### src/rtl/pwr_seq_pkg.sv
package pwr_seq_pkg;

    localparam int NRAIL = 4;
    localparam int LVL_W = $clog2(NRAIL + 1);
    localparam int IDX_W = $clog2(NRAIL);

    typedef enum logic [1:0] {
        ST_OFF  = 2'b00,
        ST_UP   = 2'b01,
        ST_ON   = 2'b10,
        ST_DOWN = 2'b11
    } seq_state_e;

    typedef struct packed {
        logic [LVL_W-1:0] lvl;
        seq_state_e       st;
    } seq_pos_t;

    function automatic logic [IDX_W-1:0] lvl_idx(input logic [LVL_W-1:0] l);
        return l[IDX_W-1:0];
    endfunction

endpackage

### src/rtl/pwr_flt_filter.sv
module pwr_flt_filter #(
    parameter int SET_CYC = 6,
    parameter int CLR_CYC = 3
) (
    input  logic clk,
    input  logic rst,
    input  logic raw,
    output logic flt
);
    localparam int CW = $clog2(SET_CYC + 1);

    if (CLR_CYC < 1 || CLR_CYC >= SET_CYC) begin : g_bad_cfg
        $error("clear window must be shorter than set window");
    end

    logic [CW-1:0] cnt;
    logic [CW-1:0] lim;

    assign lim = flt ? CW'(CLR_CYC - 1) : CW'(SET_CYC - 1);

    always_ff @(posedge clk) begin
        if (rst) begin
            cnt <= '0;
            flt <= 1'b0;
        end else if (raw == flt) begin
            cnt <= '0;
        end else if (cnt == lim) begin
            flt <= raw;
            cnt <= '0;
        end else begin
            cnt <= cnt + 1'b1;
        end
    end
endmodule

### src/rtl/pwr_step_ctrl.sv
module pwr_step_ctrl
    import pwr_seq_pkg::*;
#(
    parameter int DLY_W = 8
) (
    input  logic                  clk,
    input  logic                  rst,
    input  logic                  go,
    input  logic [DLY_W-1:0]      dly [NRAIL],
    output seq_pos_t              pos
);
    logic [DLY_W-1:0] cnt;
    logic [DLY_W-1:0] tgt;
    logic [LVL_W-1:0] lvl_inc;
    logic [LVL_W-1:0] lvl_dec;
    logic [LVL_W-1:0] lvl_dec2;
    logic             expired;

    assign lvl_inc  = pos.lvl + 1'b1;
    assign lvl_dec  = pos.lvl - 1'b1;
    assign lvl_dec2 = pos.lvl - LVL_W'(2);
    assign expired  = (cnt == tgt);

    always_ff @(posedge clk) begin
        if (rst) begin
            pos.lvl <= '0;
            pos.st  <= ST_OFF;
            cnt     <= '0;
            tgt     <= '0;
        end else begin
            case (pos.st)
                ST_OFF: begin
                    if (go) begin
                        pos.st <= ST_UP;
                        tgt    <= dly[0];
                        cnt    <= '0;
                    end
                end
                ST_UP: begin
                    if (!go) begin
                        cnt <= '0;
                        if (pos.lvl == '0) begin
                            pos.st <= ST_OFF;
                        end else begin
                            pos.st <= ST_DOWN;
                            tgt    <= dly[lvl_idx(lvl_dec)];
                        end
                    end else if (expired) begin
                        pos.lvl <= lvl_inc;
                        cnt     <= '0;
                        if (lvl_inc == LVL_W'(NRAIL)) begin
                            pos.st <= ST_ON;
                        end else begin
                            tgt <= dly[lvl_idx(lvl_inc)];
                        end
                    end else begin
                        cnt <= cnt + 1'b1;
                    end
                end
                ST_ON: begin
                    if (!go) begin
                        pos.st <= ST_DOWN;
                        tgt    <= dly[NRAIL-1];
                        cnt    <= '0;
                    end
                end
                ST_DOWN: begin
                    if (go) begin
                        cnt <= '0;
                        if (pos.lvl == LVL_W'(NRAIL)) begin
                            pos.st <= ST_ON;
                        end else begin
                            pos.st <= ST_UP;
                            tgt    <= dly[lvl_idx(pos.lvl)];
                        end
                    end else if (expired) begin
                        pos.lvl <= lvl_dec;
                        cnt     <= '0;
                        if (lvl_dec == '0) begin
                            pos.st <= ST_OFF;
                        end else begin
                            tgt <= dly[lvl_idx(lvl_dec2)];
                        end
                    end else begin
                        cnt <= cnt + 1'b1;
                    end
                end
                default: pos.st <= ST_OFF;
            endcase
        end
    end
endmodule

### src/rtl/pwr_seq4.sv
module pwr_seq4
    import pwr_seq_pkg::*;
#(
    parameter int DLY_W       = 8,
    parameter int FLT_SET_CYC = 6,
    parameter int FLT_CLR_CYC = 3
) (
    input  logic             clk,
    input  logic             rst,
    input  logic             uv_flag,
    input  logic             ov_flag,
    input  logic             seq_req,
    input  logic [DLY_W-1:0] start_dly,
    input  logic [DLY_W-1:0] gap_ab,
    input  logic [DLY_W-1:0] gap_bc,
    input  logic [DLY_W-1:0] gap_cd,
    output logic [3:0]       rail_en,
    output logic             fault,
    output logic [1:0]       seq_status
);
    logic             win_bad;
    logic             permit;
    logic [DLY_W-1:0] dly_arr [NRAIL];
    seq_pos_t         pos;

    assign win_bad    = uv_flag | ov_flag;
    assign permit     = seq_req & ~fault;
    assign dly_arr[0] = start_dly;
    assign dly_arr[1] = gap_ab;
    assign dly_arr[2] = gap_bc;
    assign dly_arr[3] = gap_cd;

    pwr_flt_filter #(
        .SET_CYC (FLT_SET_CYC),
        .CLR_CYC (FLT_CLR_CYC)
    ) u_flt (
        .clk (clk),
        .rst (rst),
        .raw (win_bad),
        .flt (fault)
    );

    pwr_step_ctrl #(
        .DLY_W (DLY_W)
    ) u_step (
        .clk (clk),
        .rst (rst),
        .go  (permit),
        .dly (dly_arr),
        .pos (pos)
    );

    for (genvar i = 0; i < NRAIL; i++) begin : g_rail
        assign rail_en[i] = (pos.lvl > LVL_W'(i));
    end

    assign seq_status = pos.st;
endmodule

### config.mk
export PLATFORM = sky130hd
export DESIGN_NAME = pwr_seq4
export DESIGN_NICKNAME = d
export VERILOG_FILES = /design/src/rtl/pwr_seq_pkg.sv /design/src/rtl/pwr_flt_filter.sv /design/src/rtl/pwr_step_ctrl.sv /design/src/rtl/pwr_seq4.sv
export SDC_FILE = /design/constraint.sdc
export NUM_CORES = 1
export LEC_CHECK = 0
export CAP_MARGIN = 0
export CORE_ASPECT_RATIO = 0.8
export CORE_MARGIN = 1.5
export CORE_UTILIZATION = 45
export CTS_BUF_LIST = sky130_fd_sc_hd__clkbuf_4 sky130_fd_sc_hd__clkbuf_8
export DETAILED_ROUTE_END_ITERATION = 8
export PLACE_DENSITY = 0.73
export SLEW_MARGIN = 30
export SYNTH_ARGS = -nofsm -noshare
export SYNTH_HDL_FRONTEND = slang
export SYNTH_SLANG_ARGS = --single-unit
### constraint.sdc
create_clock -name clk -period 6.39 [get_ports clk]
set_clock_uncertainty 0.15 [all_clocks]
set_input_delay 0.9585 -clock clk [delete_from_list [all_inputs] [get_ports clk]]
set_output_delay 0.9585 -clock clk [all_outputs]
set_load 0.005 [all_outputs]
==> results by group <==
Outcome
  – Status: finished clean

Power and ir drop
  – Flop pwr share: a little under two fifths
  – Power share of the combinational group: 42.2%
  – Worst IR drop on VDD: approximately 0.12 mV
  – Overall power: 0.505 mW
  – Clock network power share: about a fifth
  – Switching component of the power: around 0.18 mW
  – Total power per unit cell area: between 150 and 200 nW/um^2
  – Switching share of power: a little over a third
  – Total leakage power: approximately 0.93 nW
  – Cell-internal power: 0.324 mW

Synthesis
  – Post-synthesis cell type with the largest combined area: sky130_fd_sc_hd__dfxtp_1
  – Most used flip-flop cell after synthesis: sky130_fd_sc_hd__dfxtp_1
  – Average cell area after synthesis: between 8 and 9 sq um
  – Synthesized instance count: 253
  – Yosys reg bits: 25
  – Cell Area, Synth: 2230 sq um
  – Number of distinct library cell variants in the gate-level netlist after synthesis: 52
  – Synth top cells by count: 25 x sky130_fd_sc_hd__dfxtp_1, 22 x sky130_fd_sc_hd__nand2_1, 21 x sky130_fd_sc_hd__nor2_1
  – Share of Yosys cell area claimed by the top area cell type: 22.4%
  – Most instantiated library cell after synthesis: sky130_fd_sc_hd__dfxtp_1
  – Proportion of synthesized chip area in sequential cells: 22.4%
  – Largest cells by area after synthesis: sky130_fd_sc_hd__dfxtp_1 22%, sky130_fd_sc_hd__mux4_1 5.9%, sky130_fd_sc_hd__mux2i_1 5.8%
  – Number of flops mapped to enable cells by yosys: 0
  – YS warnings: 0
  – Synthesized Nets: 300
  – Proportion of register bits with asynchronous set or reset after synthesis: 0%

CTS
  – Resize count post-CTS: 0
  – H-tree levels: 1
  – Hold bufs inserted after CTS: 0
  – Post-CTS setup buffer count: 0
  – Clock transition at the registers of the reported paths: ~0.090 ns
  – Clock insertion delay at the later pin of the skew report: between 0.2 and 0.3 ns
  – CTS buffer count: 3
  – Root Buffer: sky130_fd_sc_hd__clkbuf_8
  – Maximum clock path buffer count: 2
  – Clock net sink count: 25
  – TritonCTS clock tree: yes

Route
  – Routed WL per cell: approximately 16 microns
  – Final ANT Viol Nets: 0
  – Vias per cell: around 6.0
  – Drc violations: 0
  – Via count: 2081
  – Drt first pass iters: 4
  – Count of routing violations after the opening detailed-route iteration: 124
  – Aggregate routed wire length: 5360 microns

STA
  – Setup repair after global routing missed its margin: false
  – Headroom to the max-slew limit: between 40 and 50%
  – Top achievable clock speed: ~270 MHz
  – Post-route worst hold slack: around 0.33 ns
  – Number of hold violations in the final report: 0
  – Final max-slew violation count: 0
  – Final setup TNS: 0 ns
  – Final worst-path setup slack: 2.64 ns
  – Fin crit period: approximately 3.7 ns
  – Pin slew with the least headroom to its limit: between 0.8 and 0.9 ns
  – Period utilisation layout: roughly three fifths
  – Final setup violation count: 0

Setup path
  – Critical Path Start Type: flop
  – Worst setup slack for register-to-register paths: around 2.6 ns
  – Capturing element type of the critical path: flop
  – Critical Path Slowest Stage Cell: sky130_fd_sc_hd__dfxtp_1
  – Peak fanout along the critical path: 17
  – Number of cells on the worst reg-to-reg path: 7
  – Reg-to-Reg Start: u_step.pos[2]$_SDFFE_PP0P_
  – Data arrival time at the worst-slack endpoint: ~3.8 ns
  – Cells along the critical path: inv_1 -> ha_1 -> xnor2_2 -> nor3_1 -> or4_1 -> o41ai_1 -> a32o_1
  – Endpoint of the worst-slack reg-to-reg timing path: u_step.tgt[7]$_SDFFE_PP0P_
  – Type of the setup path with the least slack: reg -> reg
  – Endpoint required time on the critical path: between 6 and 7 ns
  – Delay contributed by the slowest stage of the critical path: a little over 0.8 ns

Floorplan
  – Number of top-level design ports: 44
  – Core Box Area: between 4000 and 5000 sq um
  – Initial Util: between 40 and 50%
  – Rows: 22
  – Die height: ~66 microns
  – Die X-Extent: roughly 82 microns
  – Floorplan die area: 5400 sq um

Global routing
  – Combined global-route utilization of all metal layers: 20.9%
  – Number of global-route vias before repair: around 1900
  – Maximum number of pins on one net before global-route repair: 21
  – Number of antenna violations at the first check in global routing: 0
  – Total gr overflow: 0
  – Global-route wire length before repair: about 9000 microns

Placement
  – Buffers on Ports: 43
  – Global placer's final weighted congestion: approximately 0.85
  – Minimum setup slack after placement: approximately 2.3 ns
  – Placed wire-length estimate after detailed placement: around 4000 microns
  – Dpl cell area: 2610 sq um
  – Number of cells in the design after placement: ~340

Job
  – Reported max-cap violation count: 0

Cells and area
  – Final Instance Count excl. Fillers: about 350
  – Fraction of the core area covered by cells at the end of the flow: approximately 57%
  – Diode count: 0
  – Nets: between 300 and 400
  – Multi-input gate area: roughly 1600 sq um
  – Share of post-route cells with drive strength above 1: a little under 5%
  – Fin area: around 2700 sq um
  – Area growth, synth to finish: 19.0%
  – Fillcell total: 456
  – FF/Latch Area: 500 sq um

Hold path
  – Hold_sp: u_flt.cnt[0]$_SDFF_PP0_
  – Cell depth of the worst min-delay path: 1
  – Hold worst-path end: u_flt.cnt[0]$_SDFF_PP0_
  – Hold Crit Class: reg -> reg
[critical path: cells and delay by family (launching register included)]
kind	cells	cell delay, ns
flip-flops	1	0.81
XOR/XNOR	1	0.75
AND/OR/NAND/NOR	2	0.63
AO/OA/AOI/OAI	2	0.52
adder cells (fa/ha/maj)	1	0.48
buffers and inverters	1	0.35
[cells by family (layout without fill, tap and decap cells)]
group                      after synthesis  after routing  share of synthesized area [%]
and+or+nand+nor                         95             95                           21.3
AOI/OAI and AO/OA                       64             64                           21.8
DFF                                     25             25                           22.4
buffers and inverters                   22             54                           7.28
muxes                                   19             19                           12.7
xor gates and xnor gates                18             18                           8.91
adders and majority gates               10             10                           5.60
[area by class of cell]
type	count	area share, %
inverter	6	0.847
multi-input combinational	206	59.2
clock buffer	4	1.84
tap	60	2.82
timing repair buffer	44	16.5
sequential	25	18.8
[how the worst max path moves through the flow]
stage	from	slack [ns]	endpoint
after floorplan	seq_req	3.69	u_step.tgt[1]$_SDFFE_PP0P_
after global placement	seq_req	2.44	u_step.tgt[4]$_SDFFE_PP0P_
after detailed placement	seq_req	2.32	u_step.tgt[7]$_SDFFE_PP0P_
after CTS	seq_req	2.63	u_step.tgt[7]$_SDFFE_PP0P_
after global routing	u_step.pos[2]$_SDFFE_PP0P_	2.50	u_step.tgt[1]$_SDFFE_PP0P_
final	u_step.pos[2]$_SDFFE_PP0P_	2.64	u_step.tgt[7]$_SDFFE_PP0P_
[sequential cells by signal (all words and copies together) (netlist names)]
signal	flops
u_step.pos	5
u_step.tgt	8
u_flt.flt	1
u_step.cnt	8
u_flt.cnt	3
[cells in the final DEF (no fill, tap or decap), drive strengths merged, types with 3 or more instances in the layout]
| cell | n |
|---|---|
| and3 | 3 |
| a22o | 4 |
| mux2i | 13 |
| o41ai | 4 |
| nor2 | 21 |
| clkbuf | 4 |
| a211oi | 6 |
| nor2b | 3 |
| inv | 5 |
| mux4 | 6 |
| a311oi | 6 |
| a2111oi | 3 |
| ha | 10 |
| nand2 | 22 |
| nand2b | 9 |
| nand3 | 5 |
| a21oi | 9 |
| clkdlybuf4s50 | 43 |
| xnor2 | 18 |
| dfxtp | 25 |
| nor3 | 19 |
| a32o | 7 |
| o21ai | 9 |
| and2 | 3 |
| or4 | 3 |
[metal layers]
layer	part of all wire (%)	track usage, %	vias up	routed length [microns]
met5	0	0	-	0
met4	1.3	4.45	0	70
met3	6.7	4.00	9	360
met2	43	34.2	62	2300
met1	49	28.3	988	2630
li1	-	-	1022	-
[power by group through the flow]
| stage | Combinational, mW | Clock, mW | Sequential, mW |
|---|---|---|---|
| after floorplan | 0.164 | 0 | 0.185 |
| after global placement | 0.209 | 0 | 0.195 |
| after detailed placement | 0.210 | 0 | 0.194 |
| after CTS | 0.213 | 0.102 | 0.191 |
| after global routing | 0.233 | 0.110 | 0.193 |
| final | 0.213 | 0.101 | 0.191 |
(Power assumes the default switching activity.)
